$ cat src/rtl/i2cst_pkg.sv
`timescale 1ns/1ps
package i2cst_pkg;

    localparam int DATA_W = 16;
    localparam int IE_W   = 5;
    localparam int VEC_W  = $clog2(DATA_W + 1);

    // status bit positions
    localparam int POS_NACK = 1;
    localparam int POS_ARDY = 2;
    localparam int POS_RRDY = 3;
    localparam int POS_XRDY = 4;
    localparam int POS_AAS  = 9;
    localparam int POS_XUDF = 10;
    localparam int POS_ROVR = 11;
    localparam int POS_BUSY = 12;
    localparam int POS_SBD  = 15;

    localparam logic [DATA_W-1:0] STICKY_MASK =
        DATA_W'((1 << POS_NACK) | (1 << POS_ARDY) | (1 << POS_RRDY) |
                (1 << POS_XRDY) | (1 << POS_AAS)  | (1 << POS_XUDF) |
                (1 << POS_ROVR) | (1 << POS_SBD));

    // DMA lanes: 0 = receive, 1 = transmit
    localparam int NUM_LANES = 2;
    localparam int DMA_EN_POS [NUM_LANES] = '{15, 7};
    localparam int READY_POS  [NUM_LANES] = '{POS_RRDY, POS_XRDY};
    localparam logic [DATA_W-1:0] DMA_KEEP = 16'h8080;

    typedef enum logic [5:0] {
        OFF_REV    = 6'h00,
        OFF_ENABLE = 6'h02,
        OFF_STATUS = 6'h04,
        OFF_VECTOR = 6'h06,
        OFF_DMACFG = 6'h08
    } reg_off_e;

    typedef struct packed {
        logic rev;
        logic enable;
        logic status;
        logic vector;
        logic dmacfg;
    } reg_hit_t;

    // 1-based index of lowest set bit, 0 when none
    function automatic logic [VEC_W-1:0] lowest_pos(input logic [DATA_W-1:0] v);
        logic [VEC_W-1:0] r;
        r = '0;
        for (int i = DATA_W - 1; i >= 0; i--) begin
            if (v[i]) r = VEC_W'(i + 1);
        end
        return r;
    endfunction

    function automatic logic [DATA_W-1:0] pos_to_mask(input logic [VEC_W-1:0] p);
        logic [DATA_W-1:0] m;
        m = '0;
        for (int i = 0; i < DATA_W; i++) begin
            if (p == VEC_W'(i + 1)) m[i] = 1'b1;
        end
        return m;
    endfunction

endpackage

$ cat src/rtl/i2cst_status.sv
`timescale 1ns/1ps
module i2cst_status
    import i2cst_pkg::*;
(
    input  logic                clk,
    input  logic                rst,
    input  logic [DATA_W-1:0]   evt_i,
    input  logic [IE_W-1:0]     en_i,
    input  logic                vec_rd_i,
    output logic [DATA_W-1:0]   stat_o,
    output logic [VEC_W-1:0]    vec_o
);

    logic [DATA_W-1:0] stat_q;
    logic [DATA_W-1:0] pending;
    logic [DATA_W-1:0] set_m;
    logic [DATA_W-1:0] clr_m;

    assign pending = stat_q & {{(DATA_W-IE_W){1'b0}}, en_i};
    assign vec_o   = lowest_pos(pending);
    assign set_m   = evt_i & STICKY_MASK;
    assign clr_m   = (vec_rd_i && vec_o != '0) ? pos_to_mask(vec_o) : '0;

    always_ff @(posedge clk) begin
        if (rst) stat_q <= '0;
        else     stat_q <= (stat_q & ~clr_m) | set_m;
    end

    assign stat_o = stat_q;

    AST_EVT_STICKS: assert property (@(posedge clk) disable iff (rst)
        ((evt_i & STICKY_MASK) != '0) |=>
        ((stat_q & $past(evt_i & STICKY_MASK)) == $past(evt_i & STICKY_MASK)));
    AST_QUIET_HOLDS: assert property (@(posedge clk) disable iff (rst)
        (evt_i == '0 && !vec_rd_i) |=> $stable(stat_q));
    AST_VEC_ACKS_ONE: assert property (@(posedge clk) disable iff (rst)
        (vec_rd_i && evt_i == '0 && (stat_q & {{(DATA_W-IE_W){1'b0}}, en_i}) != '0) |=>
        ($countones(stat_q) == $countones($past(stat_q)) - 1));

endmodule

$ cat src/rtl/i2cst_cfg.sv
`timescale 1ns/1ps
module i2cst_cfg
    import i2cst_pkg::*;
(
    input  logic                clk,
    input  logic                rst,
    input  logic                ie_we_i,
    input  logic                dma_we_i,
    input  logic [DATA_W-1:0]   wdata_i,
    output logic [IE_W-1:0]     ie_o,
    output logic [DATA_W-1:0]   dma_o
);

    logic [IE_W-1:0]   ie_q, ie_n;
    logic [DATA_W-1:0] dma_q, dma_n;

    always_comb begin
        ie_n  = ie_q;
        dma_n = dma_q;
        if (ie_we_i) begin
            ie_n = wdata_i[IE_W-1:0];
        end else if (dma_we_i) begin
            dma_n = wdata_i & DMA_KEEP;
            for (int l = 0; l < NUM_LANES; l++) begin
                if (wdata_i[DMA_EN_POS[l]]) ie_n[READY_POS[l]] = 1'b0;
            end
        end
    end

    always_ff @(posedge clk) begin
        if (rst) begin
            ie_q  <= '0;
            dma_q <= '0;
        end else begin
            ie_q  <= ie_n;
            dma_q <= dma_n;
        end
    end

    assign ie_o  = ie_q;
    assign dma_o = dma_q;

    AST_IE_LOW_BITS: assert property (@(posedge clk) disable iff (rst)
        ie_we_i |=> (ie_q == $past(wdata_i[IE_W-1:0])));
    AST_RXDMA_DROPS_IE: assert property (@(posedge clk) disable iff (rst)
        (dma_we_i && !ie_we_i && wdata_i[DMA_EN_POS[0]]) |=> !ie_q[POS_RRDY]);
    AST_TXDMA_DROPS_IE: assert property (@(posedge clk) disable iff (rst)
        (dma_we_i && !ie_we_i && wdata_i[DMA_EN_POS[1]]) |=> !ie_q[POS_XRDY]);

endmodule

$ cat src/rtl/i2cst_top.sv
`timescale 1ns/1ps
module i2cst_top
    import i2cst_pkg::*;
#(
    parameter int ADDR_W = 6,
    parameter logic [DATA_W-1:0] REV_VALUE = 16'h0011
) (
    input  logic              clk,
    input  logic              rst,
    input  logic              reg_wr_i,
    input  logic              reg_rd_i,
    input  logic [ADDR_W-1:0] reg_addr_i,
    input  logic [15:0]       reg_wdata_i,
    output logic [15:0]       reg_rdata_o,
    output logic              bad_access_o,
    input  logic              bus_busy_i,
    input  logic [15:0]       evt_i,
    output logic              irq_o,
    output logic              rx_dma_req_o,
    output logic              tx_dma_req_o
);

    reg_hit_t          hit;
    logic [DATA_W-1:0] stat_w;
    logic [VEC_W-1:0]  vec_w;
    logic [IE_W-1:0]   ie_w;
    logic [DATA_W-1:0] dma_w;
    logic [NUM_LANES-1:0] dma_req;
    logic              bad_q;

    always_comb begin
        hit.rev    = (reg_addr_i == ADDR_W'(OFF_REV));
        hit.enable = (reg_addr_i == ADDR_W'(OFF_ENABLE));
        hit.status = (reg_addr_i == ADDR_W'(OFF_STATUS));
        hit.vector = (reg_addr_i == ADDR_W'(OFF_VECTOR));
        hit.dmacfg = (reg_addr_i == ADDR_W'(OFF_DMACFG));
    end

    i2cst_status u_status (
        .clk      (clk),
        .rst      (rst),
        .evt_i    (evt_i),
        .en_i     (ie_w),
        .vec_rd_i (reg_rd_i && hit.vector),
        .stat_o   (stat_w),
        .vec_o    (vec_w)
    );

    i2cst_cfg u_cfg (
        .clk      (clk),
        .rst      (rst),
        .ie_we_i  (reg_wr_i && hit.enable),
        .dma_we_i (reg_wr_i && hit.dmacfg),
        .wdata_i  (reg_wdata_i),
        .ie_o     (ie_w),
        .dma_o    (dma_w)
    );

    always_comb begin
        reg_rdata_o = '0;
        unique case (1'b1)
            hit.rev:    reg_rdata_o = REV_VALUE;
            hit.enable: reg_rdata_o = {{(DATA_W-IE_W){1'b0}}, ie_w};
            hit.status: reg_rdata_o = stat_w | (DATA_W'(bus_busy_i) << POS_BUSY);
            hit.vector: reg_rdata_o = {{(DATA_W-VEC_W){1'b0}}, vec_w};
            hit.dmacfg: reg_rdata_o = dma_w;
            default:    reg_rdata_o = '0;
        endcase
    end

    always_ff @(posedge clk) begin
        if (rst) bad_q <= 1'b0;
        else     bad_q <= reg_wr_i && (hit.status || hit.vector);
    end
    assign bad_access_o = bad_q;

    assign irq_o = |(stat_w & {{(DATA_W-IE_W){1'b0}}, ie_w});

    for (genvar g = 0; g < NUM_LANES; g++) begin : g_lane
        assign dma_req[g] = dma_w[DMA_EN_POS[g]] & stat_w[READY_POS[g]];
    end
    assign rx_dma_req_o = dma_req[0];
    assign tx_dma_req_o = dma_req[1];

    AST_RESET_CLEARS: assert property (@(posedge clk)
        rst |=> (stat_w == '0 && ie_w == '0 && dma_w == '0));
    AST_RO_FLAGGED: assert property (@(posedge clk) disable iff (rst)
        (reg_wr_i && (hit.status || hit.vector)) |=> bad_access_o);
    AST_RO_NO_EFFECT: assert property (@(posedge clk) disable iff (rst)
        (reg_wr_i && !reg_rd_i && (hit.status || hit.vector) && evt_i == '0) |=>
        ($stable(stat_w) && $stable(ie_w) && $stable(dma_w)));
    AST_RXREQ_GATED: assert property (@(posedge clk) disable iff (rst)
        !dma_w[DMA_EN_POS[0]] |-> !rx_dma_req_o);
    AST_TXREQ_GATED: assert property (@(posedge clk) disable iff (rst)
        !dma_w[DMA_EN_POS[1]] |-> !tx_dma_req_o);

endmodule

$ cat config.mk
export PLATFORM = sky130hd
export DESIGN_NAME = i2cst_top
export DESIGN_NICKNAME = d
export VERILOG_FILES = /design/src/rtl/i2cst_pkg.sv /design/src/rtl/i2cst_status.sv /design/src/rtl/i2cst_cfg.sv /design/src/rtl/i2cst_top.sv
export SDC_FILE = /design/constraint.sdc
export NUM_CORES = 1
export LEC_CHECK = 0
export ABC_CLOCK_PERIOD_IN_PS = 2050
export BUFFER_PORTS_ARGS = -buffer_cell sky130_fd_sc_hd__buf_4
export CORE_AREA = 2 2 58 46
export DETAILED_ROUTE_END_ITERATION = 16
export DIE_AREA = 0 0 60 48
export PLACE_DENSITY = 0.82
export SYNTH_ARGS = -nofsm -noshare
export SYNTH_HDL_FRONTEND = slang
export SYNTH_SLANG_ARGS = --single-unit
$ cat constraint.sdc
create_clock -name clk -period 2.05 [get_ports clk]
set_input_delay 0.205 -clock clk [delete_from_list [all_inputs] [get_ports clk]]
set_output_delay 0.205 -clock clk [all_outputs]
set_load 0.02 [all_outputs]
## Yosys cells after proc, flatten, opt, wreduce, memory -nomap -nowiden

Index checks and enable logic that the tools add are counted.
W data, S select, Z words.

- Register bits: 24
- Input port bits: 43
- Output and inout port bits: 20
- Word-level logic and storage cells: 87

- Equality and inequality tests: 20
- Multiplexer cells: 38
- Bitwise gates (word level): 8
- Reduce and logical (&&, ||, !) cells: 15

Operators with widths:

| kind | number |
|---|---|
| $mux W5 | 16 |
| $pmux W16 S5 | 1 |
| $eq A5 B4 Y1 const B | 8 |
| $eq A5 B3 Y1 const B | 4 |
| $mux W1 | 18 |
| $and A16 B16 Y16 | 1 |
| $and A16 B5 Y16 | 1 |
| $mux W16 | 1 |
| $not A16 Y16 | 1 |
| $or A16 B13 Y16 | 1 |
| $or A16 B16 Y16 | 1 |
| $reduce_or A16 Y1 | 1 |
| $eq A6 B3 Y1 const B | 2 |
| $eq A5 B2 Y1 const B | 2 |
| $eq A6 B2 Y1 const B | 1 |
| $eq A6 B4 Y1 const B | 1 |
| $logic_not A6 Y1 | 1 |
| $reduce_and A2 Y1 | 3 |
| $reduce_bool A2 Y1 | 3 |
| $eq A5 B1 Y1 const B | 1 |
| $eq A5 B5 Y1 const B | 1 |
| $logic_and A1 B1 Y1 | 5 |
| $reduce_bool A5 Y1 | 1 |
| $mux W2 | 2 |
| other kinds (3) | 4 |

## Depth between registers and ports, before layout

- Word-level depth: 23
- Gate-level depth with buffers: 5
- Depth with buffers taken out: 4

## By module

Synthesis repeated with hierarchy kept, for this count alone.

- Cells, all modules: 152
- Area, all modules: 1,301.2 sq um

Modules (own cells, without submodules):

| module | instances | cells an instance | area an instance (sq um) | seq. area each (sq um) |
|---|---|---|---|---|
| i2cst_status | 1 | 57 | 495.5 | 220.2 |
| i2cst_top | 1 | 53 | 422.9 | 20.0 |
| i2cst_cfg | 1 | 42 | 382.9 | 140.1 |

## Least setup slack after synthesis

Ideal clock, no wire load.

- Path kind: input -> output
- Start: in reg_addr_i[5]
- End: out reg_rdata_o[0]
- Arrival: 1.346 ns
- Slack: 0.499 ns
- Stages on the path: 3
- Buffers on the path: 0
- Path through: nor3_1 nand2b_1 a311oi_1

- Longest elaborated chain between the ends: 2

RTL lines:

| element | line | text |
|---|---|---|
| start: declaration | i2cst_top.sv:12 | `input logic [ADDR_W-1:0] reg_addr_i,` |
| $eq A6 B4 Y1 (tied with other cells) | i2cst_top.sv:36 | `hit.dmacfg = (reg_addr_i == ADDR_W'(OFF_DMACFG));` |
| $pmux W16 S5 (*) | i2cst_top.sv:61 | `unique case (1'b1)` |
| end: declaration | i2cst_top.sv:14 | `output logic [15:0] reg_rdata_o,` |

Mark *: on every way between the ends. The rest lies on a longest branch, timed or not.

## Worst setup path in the final report

- Start: reg u_status.stat_q[3], in the netlist u_status.stat_o[3]
- End: out reg_rdata_o[0]

- Longest elaborated chain between the ends: 6

RTL lines:

| element | line | text |
|---|---|---|
| start: declaration | i2cst_status.sv:14 | `logic [DATA_W-1:0] stat_q;` |
| start signal: assignment | i2cst_status.sv:26 | `else stat_q <= (stat_q & ~clr_m) \| set_m;` |
| $and A16 B5 Y16 | i2cst_status.sv:19 | `assign pending = stat_q & {{(DATA_W-IE_W){1'b0}}, en_i};` |
| $mux W5 (4 in series) | i2cst_pkg.sv:51 | `if (v[i]) r = VEC_W'(i + 1);` |
| $pmux W16 S5 | i2cst_top.sv:61 |  |

No other way between the ends.

==> metrics.csv <==
stage,metric,value,unit
setup_path,CP Max Fanout,4,
synth,async set-reset flop share out of synthesis,0,
route,post-DR wirelength/cell,12.84,um
route,DRC,0,
hold_path,Min-Delay Startpoint,evt_i[15],
die,Die Y,48,um
timing,setup TNS,0,ns
synth,leading area contributor after synthesis,dfxtp_1,
timing,Hold Fails Final Rpt,0,
timing,Setup-failing EPs final,0,
synth,Netlist Area Pre-Place,998.5,um^2
setup_path,Worst R2R Start,u_cfg.ie_o[0]$_SDFFE_PP0P_,
clocking,Max clock buf depth,2,
clocking,cts bufs inserted,3,
synth,sequential area share after synthesis,0.3810,
setup_path,Critical Path RT,1.85,ns
setup_path,WS Path Type,reg2out,
route,routed wire length,2568,um
setup_path,max incr delay on CP,0.40,ns
timing,unrepaired setup endpoints after global routing,no,
timing,fmax,541.2,MHz
power,PwrDens,498.4,nW/um^2
synth,top-count cell post-synth,nor2_1,
synth,number of synthesized register bits,19,
setup_path,WP data arrival,1.64,ns
global_route,vias in the first global route,920,
timing,setup ws final,0.2022,ns
flow_run,Max-Cap Viols,0,
die,die area,2880,um^2
placed_design,DP Worst Slack,0.5004,ns
layout,Diodes inserted,0,
route,DR vias,1046,
layout,share of cells above drive strength 1,0.3133,
global_route,GRT Util Overall,0.1934,
placed_design,hpwl dp,1971,um
synth,Post-synth EDFFs,0,
layout,Area Growth Syn to Fin,36.34,%
timing,Tcrit/Tclk final,0.9014,
power,maximum vdd drop,385.9,uV
die,initial core utilization,0.4397,
placed_design,number of buffers added on ports,42,
synth,"Top FF cell, synth",dfxtp_1,
clocking,"Setup Fix Bufs, Post-CTS",0,
global_route,total grt overflow,0,
layout,Post-layout nets,210,
setup_path,critical path launch point type,flip-flop,
setup_path,"Top cell by count, worst path",a311oi_1,
route,Detail Route Antenna Nets,0,
clocking,CTS Hold Bufs,0,
clocking,worst skew pair latency,0.30,ns
synth,synthesized instance count,124,
die,core box area,2271,um^2
synth,Synth top area share,0.3810,
synth,"top cells by count, synth","nor2_1 (21), dfxtp_1 (19), nand2_1 (10)",
global_route,largest net degree at the start of global routing,20,
setup_path,cell at the slowest stage of the critical path,dfxtp_1,
clocking,TritonCTS Sinks,19,
die,die width,60,um
synth,Mapped Avg Cell Area,8.052,um^2
die,I/O pin cnt,63,
setup_path,crit path from,u_status.stat_o[3]$_SDFF_PP0_,
hold_path,worst hold path class,in2reg,
global_route,antenna violations before repair,0,
synth,Area contributors post-synth,"dfxtp_1 (38%), nor2_1 (7.9%), and3_1 (5.0%), mux2i_1 (5.0%), nand2_1 (3.8%)",
synth,Synth cell types,33,
route,Initial DRC Count,41,
power,P_leak,0.6377,nW
route,DRT Pass-1 Iters,4,
clocking,depth of the CTS H-tree,1,
setup_path,crit-path cells,"nand2_1, a32o_1, a311oi_1, a311oi_1, buf_4",
timing,Final Hold Slack,0.1002,ns
timing,Final min period,1.848,ns
clocking,clk slew on worst S/H paths,0.11,ns
synth,yosys warns,0,
timing,worst slew pin tran,0.5422,ns
clocking,cts repair resizes,0,
die,Rows,15,
global_route,first-pass GRT wire length,4057,um
setup_path,CP Capture Type,primary output,
route,vias per inst,5.230,
layout,final core utilization,0.5994,
placed_design,RePlAce Congestion,0.8918,
layout,fill cell count,236,
clocking,Root Buffer,clkbuf_4,
timing,clock skew,0.01195,ns
timing,"Slew Viols, Final",0,
run_status,outcome,finished clean,
timing,Max-slew headroom,0.6378,
clocking,CTS tree,yes,
## logic make-up (layout without fill, tap and decap cells)
logic type      after synthesis  count (layout)  synth area share
other cells                   1               3          0.003756
compound gates               14              14           0.09399
mux                           5               5           0.05013
flops                        19              19            0.3809
simple gates                 72              72            0.4085
buf+inv                      13              53           0.06266
## placed cells by master, fill, tap and decap left out, drive strengths merged, types with 2 or more instances in the layout
cell and n:
nor3b 3, mux2i 5, clkbuf 4, inv 5, buf 44, nor2 21
dfxtp 19, and2 2, nand3 7, and3 8, nor3 6, nor2b 3
a21oi 6, nand4 5, nor4 2, conb 3, nand2 10, a22oi 2
a311oi 2
## metrics by stage
| stage | total power (W) | area (um^2) | std cells |
|---|---|---|---|
| 6_report | 0.0006785 | 1361 | 200 |
| 4_1_cts | 0.0006870 | 1361 | 200 |
| 3_3_place_gp | 0.0004949 | 1335 | 196 |
| 5_1_grt | 0.0007180 | 1361 | 200 |
| 3_5_place_dp | 0.0004975 | 1335 | 196 |
| 2_1_floorplan | 0.0004437 | 1006 | 126 |
## power breakdown
group          leakage [nW]  internal, W  switching [W]
Sequential            0.156     0.000381     0.00000942
Combinational         0.467    0.0000490      0.0000497
Clock                0.0150    0.0000758       0.000114
## layout make-up
cell class | count | area (um^2) | share of cell area
well taps | 34 | 42.54 | 0.03125
flip-flops and latches | 19 | 380.4 | 0.2794
repair buffers | 44 | 330.3 | 0.2426
inverters | 5 | 18.77 | 0.01379
multi-input cells | 94 | 563.0 | 0.4136
clock buffers | 4 | 26.28 | 0.01930
## path summary, 6_finish.rpt
path,slack (ns),to,cells after the start
worst max-delay path,0.20,reg_rdata_o[0],5
worst min-delay path,0.10,u_status.stat_o[15]$_SDFF_PP0_,3
worst max register to register,0.87,u_status.stat_o[3]$_SDFF_PP0_,4
worst min register to register,0.47,u_status.stat_o[5]$_SDFF_PP0_,1
## registers in the layout, indices dropped and copies added, names as in the netlist
name             flops
u_cfg.dma_o          2
bad_access_o         1
u_cfg.ie_o           5
u_status.stat_o     11
## worst max-delay path, delay by kind of cell, from the launching register on
kind,cells,cell delay [ns]
AOI/OAI and AO/OA,3,0.64
DFF,1,0.40
buffers and inverters,1,0.17
and+or+nand+nor,1,0.13
## layer usage
metal | global-route usage | up-vias | share of wire
met5 | 0 | - | 0
met4 | 0.04000 | 0 | 0.0047
met3 | 0.05676 | 2 | 0.061
met2 | 0.3217 | 35 | 0.47
met1 | 0.2528 | 492 | 0.46
li1 | - | 517 | -
Power figures use the tool's default switching activity.
